File: src/rtl/rtc_pkg.sv
package rtc_pkg;
    localparam int TMR_W = 24;
    localparam int ET_W  = 48;
    localparam int REG_W = 16;
    localparam int ADDR_W = 4;

    localparam logic [ADDR_W-1:0] A_T0_LO  = 4'd0;
    localparam logic [ADDR_W-1:0] A_T0_HI  = 4'd1;
    localparam logic [ADDR_W-1:0] A_T1_LO  = 4'd2;
    localparam logic [ADDR_W-1:0] A_T1_HI  = 4'd3;
    localparam logic [ADDR_W-1:0] A_CTRL   = 4'd4;
    localparam logic [ADDR_W-1:0] A_STAT   = 4'd5;
    localparam logic [ADDR_W-1:0] A_ET_LO  = 4'd6;
    localparam logic [ADDR_W-1:0] A_ET_MI  = 4'd7;
    localparam logic [ADDR_W-1:0] A_ET_HI  = 4'd8;
    localparam logic [ADDR_W-1:0] A_CMP_LO = 4'd9;
    localparam logic [ADDR_W-1:0] A_CMP_MI = 4'd10;
    localparam logic [ADDR_W-1:0] A_CMP_HI = 4'd11;
endpackage

File: src/rtl/rtc_countdown.sv
module rtc_countdown #(
    parameter int W = 24
) (
    input  logic         clk,
    input  logic         rst_n,
    input  logic         tick,
    input  logic         run,
    input  logic         start,
    input  logic [W-1:0] reload,
    output logic         expire
);
    logic [W-1:0] cnt_d, cnt_q;

    always_comb begin
        cnt_d  = cnt_q;
        expire = 1'b0;
        if (start) begin
            cnt_d = reload;
        end else if (tick && run) begin
            if (cnt_q <= W'(1)) begin
                cnt_d  = reload;
                expire = (cnt_q == W'(1));
            end else begin
                cnt_d = cnt_q - W'(1);
            end
        end
    end

    always_ff @(posedge clk or negedge rst_n) begin
        if (!rst_n) cnt_q <= '0;
        else        cnt_q <= cnt_d;
    end

    // a running count above one steps down by exactly one per tick
    p_step_down_r1: assert property (@(posedge clk) disable iff (!rst_n)
        (tick && run && !start && cnt_q > W'(1)) |=> (cnt_q == $past(cnt_q) - W'(1)));

    // after an expiry the count holds the reload value
    p_reload_on_expire_r2: assert property (@(posedge clk) disable iff (!rst_n)
        expire |=> (cnt_q == $past(reload)));

    // a zero count with zero reload cannot expire
    p_zero_idle_r4: assert property (@(posedge clk) disable iff (!rst_n)
        (reload == '0 && cnt_q == '0 && !start) |=> (cnt_q == '0));
endmodule

File: src/rtl/rtc_elapsed.sv
module rtc_elapsed #(
    parameter int EW = 48,
    parameter int RW = 16
) (
    input  logic          clk,
    input  logic          rst_n,
    input  logic          tick,
    input  logic          wr_en,
    input  logic [1:0]    wr_sel,
    input  logic [RW-1:0] wr_data,
    input  logic [EW-1:0] cmp,
    output logic [EW-1:0] cnt,
    output logic          alarm
);
    localparam int PARTS = EW / RW;

    logic [EW-1:0] cnt_d, cnt_q;
    logic [EW-1:0] cnt_inc;

    assign cnt_inc = cnt_q + EW'(1);

    always_comb begin
        cnt_d = cnt_q;
        alarm = 1'b0;
        if (wr_en) begin
            if (int'(wr_sel) < PARTS) cnt_d[int'(wr_sel)*RW +: RW] = wr_data;
        end else if (tick) begin
            cnt_d = cnt_inc;
            alarm = (cnt_inc == cmp);
        end
    end

    always_ff @(posedge clk or negedge rst_n) begin
        if (!rst_n) cnt_q <= '0;
        else        cnt_q <= cnt_d;
    end

    assign cnt = cnt_q;

    // an undisturbed tick advances the counter by one, wrapping at the top
    p_advance_r5: assert property (@(posedge clk) disable iff (!rst_n)
        (tick && !wr_en) |=> (cnt_q == $past(cnt_q) + EW'(1)));

    // without tick or write the counter holds
    p_hold_r5: assert property (@(posedge clk) disable iff (!rst_n)
        (!tick && !wr_en) |=> $stable(cnt_q));
endmodule

File: src/rtl/rtc_timer_core.sv
module rtc_timer_core
    import rtc_pkg::*;
#(
    parameter int TW = TMR_W,
    parameter int EW = ET_W,
    parameter int RW = REG_W,
    parameter int AW = ADDR_W
) (
    input  logic          clk,
    input  logic          rst_n,
    input  logic          tick,
    input  logic          wr_en,
    input  logic          rd_en,
    input  logic [AW-1:0] addr,
    input  logic [RW-1:0] wdata,
    output logic [RW-1:0] rdata,
    output logic [1:0]    irq_timer,
    output logic          irq_alarm
);
    localparam int NT   = 2;
    localparam int HI_W = TW - RW;
    localparam int NF   = NT + 1;
    localparam int SH_W = EW - RW;

    typedef struct packed {
        logic [NT-1:0][TW-1:0] reload;
        logic [NT-1:0]         run;
        logic [NF-1:0]         flags;
        logic [EW-1:0]         cmp;
        logic [SH_W-1:0]       shadow;
        logic [RW-1:0]         rdata;
    } state_t;

    state_t        s_d, s_q;
    logic [NT-1:0] start;
    logic [NT-1:0] expire;
    logic          alarm;
    logic [EW-1:0] et_cnt;
    logic          et_wr;
    logic [1:0]    et_sel;
    logic          stat_clr_any;

    assign et_wr  = wr_en && (addr == A_ET_LO || addr == A_ET_MI || addr == A_ET_HI);
    assign et_sel = 2'(addr - A_ET_LO);

    always_comb begin
        s_d   = s_q;
        start = '0;
        if (wr_en) begin
            case (addr)
                A_T0_LO:  s_d.reload[0][RW-1:0]  = wdata;
                A_T0_HI:  s_d.reload[0][TW-1:RW] = wdata[HI_W-1:0];
                A_T1_LO:  s_d.reload[1][RW-1:0]  = wdata;
                A_T1_HI:  s_d.reload[1][TW-1:RW] = wdata[HI_W-1:0];
                A_CTRL: begin
                    s_d.run = wdata[NT-1:0];
                    start   = wdata[NT-1:0] & ~s_q.run;
                end
                A_STAT:   s_d.flags = s_q.flags & ~wdata[NF-1:0];
                A_CMP_LO: s_d.cmp[RW-1:0]      = wdata;
                A_CMP_MI: s_d.cmp[2*RW-1:RW]   = wdata;
                A_CMP_HI: s_d.cmp[EW-1:2*RW]   = wdata;
                default: ;
            endcase
        end
        s_d.flags = s_d.flags | {alarm, expire};
        if (rd_en) begin
            case (addr)
                A_T0_LO:  s_d.rdata = s_q.reload[0][RW-1:0];
                A_T0_HI:  s_d.rdata = RW'(s_q.reload[0][TW-1:RW]);
                A_T1_LO:  s_d.rdata = s_q.reload[1][RW-1:0];
                A_T1_HI:  s_d.rdata = RW'(s_q.reload[1][TW-1:RW]);
                A_CTRL:   s_d.rdata = RW'(s_q.run);
                A_STAT:   s_d.rdata = RW'(s_q.flags);
                A_ET_LO: begin
                    s_d.rdata  = et_cnt[RW-1:0];
                    s_d.shadow = et_cnt[EW-1:RW];
                end
                A_ET_MI:  s_d.rdata = s_q.shadow[RW-1:0];
                A_ET_HI:  s_d.rdata = s_q.shadow[SH_W-1:RW];
                A_CMP_LO: s_d.rdata = s_q.cmp[RW-1:0];
                A_CMP_MI: s_d.rdata = s_q.cmp[2*RW-1:RW];
                A_CMP_HI: s_d.rdata = s_q.cmp[EW-1:2*RW];
                default:  s_d.rdata = '0;
            endcase
        end
    end

    always_ff @(posedge clk or negedge rst_n) begin
        if (!rst_n) s_q <= '0;
        else        s_q <= s_d;
    end

    generate
        for (genvar i = 0; i < NT; i++) begin : g_tmr
            rtc_countdown #(.W(TW)) u_tmr (
                .clk    (clk),
                .rst_n  (rst_n),
                .tick   (tick),
                .run    (s_q.run[i]),
                .start  (start[i]),
                .reload (s_q.reload[i]),
                .expire (expire[i])
            );
        end
    endgenerate

    rtc_elapsed #(.EW(EW), .RW(RW)) u_et (
        .clk     (clk),
        .rst_n   (rst_n),
        .tick    (tick),
        .wr_en   (et_wr),
        .wr_sel  (et_sel),
        .wr_data (wdata),
        .cmp     (s_q.cmp),
        .cnt     (et_cnt),
        .alarm   (alarm)
    );

    assign rdata     = s_q.rdata;
    assign irq_timer = s_q.flags[NT-1:0];
    assign irq_alarm = s_q.flags[NT];

    assign stat_clr_any = wr_en && (addr == A_STAT);

    // a set flag survives any cycle that does not clear it
    p_flag_sticky_r3: assert property (@(posedge clk) disable iff (!rst_n)
        (irq_alarm && !(stat_clr_any && wdata[NT])) |=> irq_alarm);

    // an event in the same cycle as a clear still leaves the flag set
    p_event_wins_r3: assert property (@(posedge clk) disable iff (!rst_n)
        expire[0] |=> irq_timer[0]);

    // when the alarm fires, the counter now equals the compare value
    p_alarm_match_r6: assert property (@(posedge clk) disable iff (!rst_n)
        (alarm && !(wr_en && (addr == A_CMP_LO || addr == A_CMP_MI || addr == A_CMP_HI)))
        |=> (et_cnt == s_q.cmp));

    // a timer with zero reload never produces an expiry
    p_no_expire_zero_r4: assert property (@(posedge clk) disable iff (!rst_n)
        (s_q.reload[1] == '0) |-> !expire[1]);
endmodule

File: config.mk
export PLATFORM = sky130hd
export DESIGN_NAME = rtc_timer_core
export DESIGN_NICKNAME = d
export VERILOG_FILES = /design/src/rtl/rtc_pkg.sv /design/src/rtl/rtc_countdown.sv /design/src/rtl/rtc_elapsed.sv /design/src/rtl/rtc_timer_core.sv
export SDC_FILE = /design/constraint.sdc
export NUM_CORES = 1
export LEC_CHECK = 0
export ABC_AREA = 1
export CORE_ASPECT_RATIO = 2
export CORE_MARGIN = 8
export CORE_UTILIZATION = 30
export CTS_CLUSTER_SIZE = 25
export DETAILED_ROUTE_END_ITERATION = 10
export PLACE_DENSITY = 0.51
export SETUP_SLACK_MARGIN = 0.3
export SLEW_MARGIN = 20
export SYNTH_ARGS = -nofsm -noshare
export SYNTH_HDL_FRONTEND = slang
export SYNTH_HIERARCHICAL = 1
export SYNTH_SLANG_ARGS = --single-unit
export TNS_END_PERCENT = 100
File: constraint.sdc
create_clock -name clk -period 2.6 [get_ports clk]
set_clock_uncertainty 0.1 [all_clocks]
set_input_delay 0.26 -clock clk [delete_from_list [all_inputs] [get_ports clk]]
set_output_delay 0.26 -clock clk [all_outputs]
set_load 0.1 [all_outputs]
==> results by group, run 1 <==
Status
  – Status: finished clean

Critical path
  – Worst path depth: 16
  – CP peak stage delay: 440 ps
  – Critical path destination: irq_alarm$_DFF_PN0_
  – Critical-path top delay cell: dfrtp_2
  – FF-to-FF setup slack: 40 ps
  – Top cell family by delay on the critical path: simple AND/OR/NAND/NOR gates
  – Crit end category: register
  – Most common cell on crit path: nand2_1
  – FF-to-FF path depth: 16
  – Worst setup SP type: register
  – CP max FO: 5
  – Setup Crit Path Kind: reg2reg
  – Reg2reg end: irq_alarm$_DFF_PN0_
  – CP cell instances: nand2_1 -> nor2_2 -> nand2_1 -> buf_4 -> nor2_4 -> buf_4 -> nand4_1 -> nand2_1 -> nor2_2 -> nor2_4 -> nand2_1 -> nor2_1 -> buf_4 -> nand2_1 -> nor2_1 -> o21bai_1
  – Crit path DAT: 2960 ps
  – WP buf/inv: 3
  – Worst setup startpoint: u_et/cnt[25]$_DFFE_PN0P_
  – Critical path required time: 3000 ps
  – Worst r2r src: u_et/cnt[25]$_DFFE_PN0P_

Drt
  – Post-DRT Antenna Nets: 0
  – Routed len/inst: 21.6 um
  – Initial DRC Count: 1063
  – Routed vias/inst: 5.06
  – Routed via count: 16900
  – Routed wire length: 72.5 mm
  – Post-route DRC violation count: 0
  – Drt pass-1 iters: 6

Floorplanning
  – Initial Utilization: 30.2%
  – Chip Width: 181 um
  – Die height: 346 um
  – Core area: 54200 um2
  – Number of placement rows: 121
  – Die footprint: 62700 um2
  – Num ports: 44

Synth
  – Ys Warns: 6
  – #FFs+latches synth: 245
  – Cell variety after synth: 41
  – Mapped Cells: 2365
  – Synthesized area per cell: 6.92 um2
  – Top cells by area, synth: dfrtp_1, nand2_1, nand3_1
  – Mapped Area: 16400 um2
  – Syn Nets: 2400
  – Post-synth top area share: 37.5%
  – Post-synthesis sequential area ratio: 37.5%
  – Dominant cell type by area after synthesis: dfrtp_1

Global routing
  – First-pass GRT wire length: 106 mm
  – Grt total ovfl: 0
  – GRT Total Usage: 22.7%
  – Pin count of the biggest net entering global routing: 81
  – Vias in the first global route: 17200
  – Initial antenna violation count: 0

CTS
  – Clock latency at the later pin of the worst-skew pair: 580 ps
  – Clk slew on worst S/H paths: 70 ps
  – TritonCTS clock tree: done
  – Max H-tree Level: 1
  – Bufs on Longest Clock Path: 3
  – CTS sink count: 245
  – Num CTS Buffers: 25
  – CTS Root Cell: clkbuf_16

STA
  – Worst Max-Slew Pin Slew: 1000 ps
  – Final setup violation count: 0
  – Final min period: 2560 ps
  – Fin. Hold Viols: 0
  – Max Clk Rate: 0.391 GHz
  – Slew HR: 33.0%
  – Hold Slack: 49.5 ps
  – Pins over their slew limit: 0
  – RSZ-0062 raised after global routing: yes
  – Final cycle utilization of the critical path: 98.3%
  – Final worst slack: 44.9 ps

Pwr
  – Maximum vdd drop: 0.537 mV
  – PD cells: 954 nW/um2
  – P_leak: 10.7 nW
  – Final Power: 0.0201 W

Placed design
  – Routability cong.: 1.02
  – HPWL Detailed: 56.9 mm
  – Number of port buffers: 43
  – Dpl ws: -376 ps

Layout
  – Share of cells above drive strength 1: 25.5%
  – Layout Nets: 2689
  – Layout Utilization: 38.9%
  – Area grow syn2layout: 28.9%
  – Layout fillers: 5692
  – Multi-input logic area: 9190 um2
  – Area occupied by registers: 6150 um2

Min path
  – Worst hold path type: in2async

Job
  – # Max-Cap Violations: 0
## timing repair
action / in CTS / in global routing
gates cloned: 1 / 0
resized for setup: 109 / 42
pin swaps: 44 / 26
hold buffers: 1 / 0
endpoints found under the hold margin: 245 / 0
setup buffers: 27 / 11
endpoints found under the setup margin: 2 / 7
## sequential cells by signal, indices dropped and copies added, names as in the netlist
register and flops:
irq_timer 2, rdata 16, g_tmr.u_tmr/cnt_q 48, s_q 130, irq_alarm 1, u_et/cnt 48
## placed cells by master (no fill, tap or decap), drive strengths merged, types with 21 or more instances in the layout
cell type	instances
a21oi	24
mux2	27
clkbuf	30
o21ai	111
nor2	291
buf	329
a31oi	32
dfrtp	245
nand4	45
clkdlybuf4s50	23
nand3	238
nand2	950
inv	224
nand3b	21
## where the power goes
group / switching [W] / total [W] / internal (W)
registers: 0.00148 / 0.00644 / 0.00496
clock network: 0.00178 / 0.00401 / 0.00223
logic: 0.00588 / 0.00967 / 0.00379
## logic make-up after synthesis
logic type / after synthesis / synth area share (%)
simple gates: 1553 / 43.1
flops: 245 / 37.5
compound gates: 184 / 6.14
mux: 27 / 1.86
fa+ha+maj: 10 / 0.765
buf+inv: 316 / 8.75
xor+xnor: 30 / 1.95
## through the flow
step / setup TNS [ps] / instance area [um2] / cells
2_1_floorplan: 0 / 16400 / 2365
3_3_place_gp: -810 / 19400 / 3263
3_5_place_dp: -869 / 19400 / 3263
4_1_cts: 0 / 20900 / 3338
5_1_grt: -53.2 / 21100 / 3349
6_report: 0 / 21100 / 3350
## layout make-up
class                           instances  area share, %
Inverter                              225           4.07
Multi-Input combinational cell       1804           43.5
Tap cell                              676           4.01
Clock inverter                         16          0.890
Sequential cell                       245           29.1
Antenna cell                            1         0.0119
Clock buffer                           30           3.29
Timing Repair Buffer                  353           15.0
## worst min path at each step
stage,end,slack (ps),cells after the start
after floorplan,g_tmr[0].u_tmr/cnt_q[0]$_DFFE_PN0P_,-140,0
after global placement,s_q[32]$_DFFE_PN0P_,60,1
after detailed placement,s_q[32]$_DFFE_PN0P_,60,1
after CTS,u_et/cnt[36]$_DFFE_PN0P_,50,2
after global routing,s_q[32]$_DFFE_PN0P_,80,2
final,s_q[32]$_DFFE_PN0P_,50,2
## worst register-to-register path, cell delays in order (launching register included)
cell and delay [ps]:
dfrtp_2 440, nand2_1 110, nor2_2 180, nand2_1 110, buf_4 150, nor2_4 190, buf_4 170, nand4_1 90
nand2_1 140, nor2_2 60, nor2_4 180, nand2_1 70, nor2_1 80, buf_4 100, nand2_1 50, nor2_1 110
o21bai_1 110
## layer usage
layer / vias up / track usage [%] / wire length, um
li1: 8065 / - / -
met3: 244 / 2.17 / 2560
met5: - / 0 / 0
met1: 8057 / 19.8 / 22300
met2: 570 / 44.2 / 39700
met4: 0 / 21.0 / 7860
## cell usage after synthesis, drive strengths merged
cell type,count
a21boi,1
a21oi,24
a22oi,14
a2bb2oi,1
a31oi,32
and2,2
buf,49
clkbuf,42
clkinv,4
dfrtp,245
ha,10
inv,221
mux2,27
nand2,950
nand3,238
nand3b,21
nand4,45
nor2,291
nor3,5
o21ai,111
o21bai,1
or2,1
xnor2,8
xnor3,3
xor2,18
xor3,1
No activity file was read; power rests on OpenSTA's default activity.
==> inputs of run 2 (changes only) <==
--- a/config.mk
+++ b/config.mk
@@ -6,6 +6,7 @@
 export NUM_CORES = 1
 export LEC_CHECK = 0
 export ABC_AREA = 1
+export CAP_MARGIN = 20
 export CORE_ASPECT_RATIO = 2
 export CORE_MARGIN = 8
 export CORE_UTILIZATION = 30
==> results of run 2 <==
Final layout, timing and power as in run 1 (identical DEF).
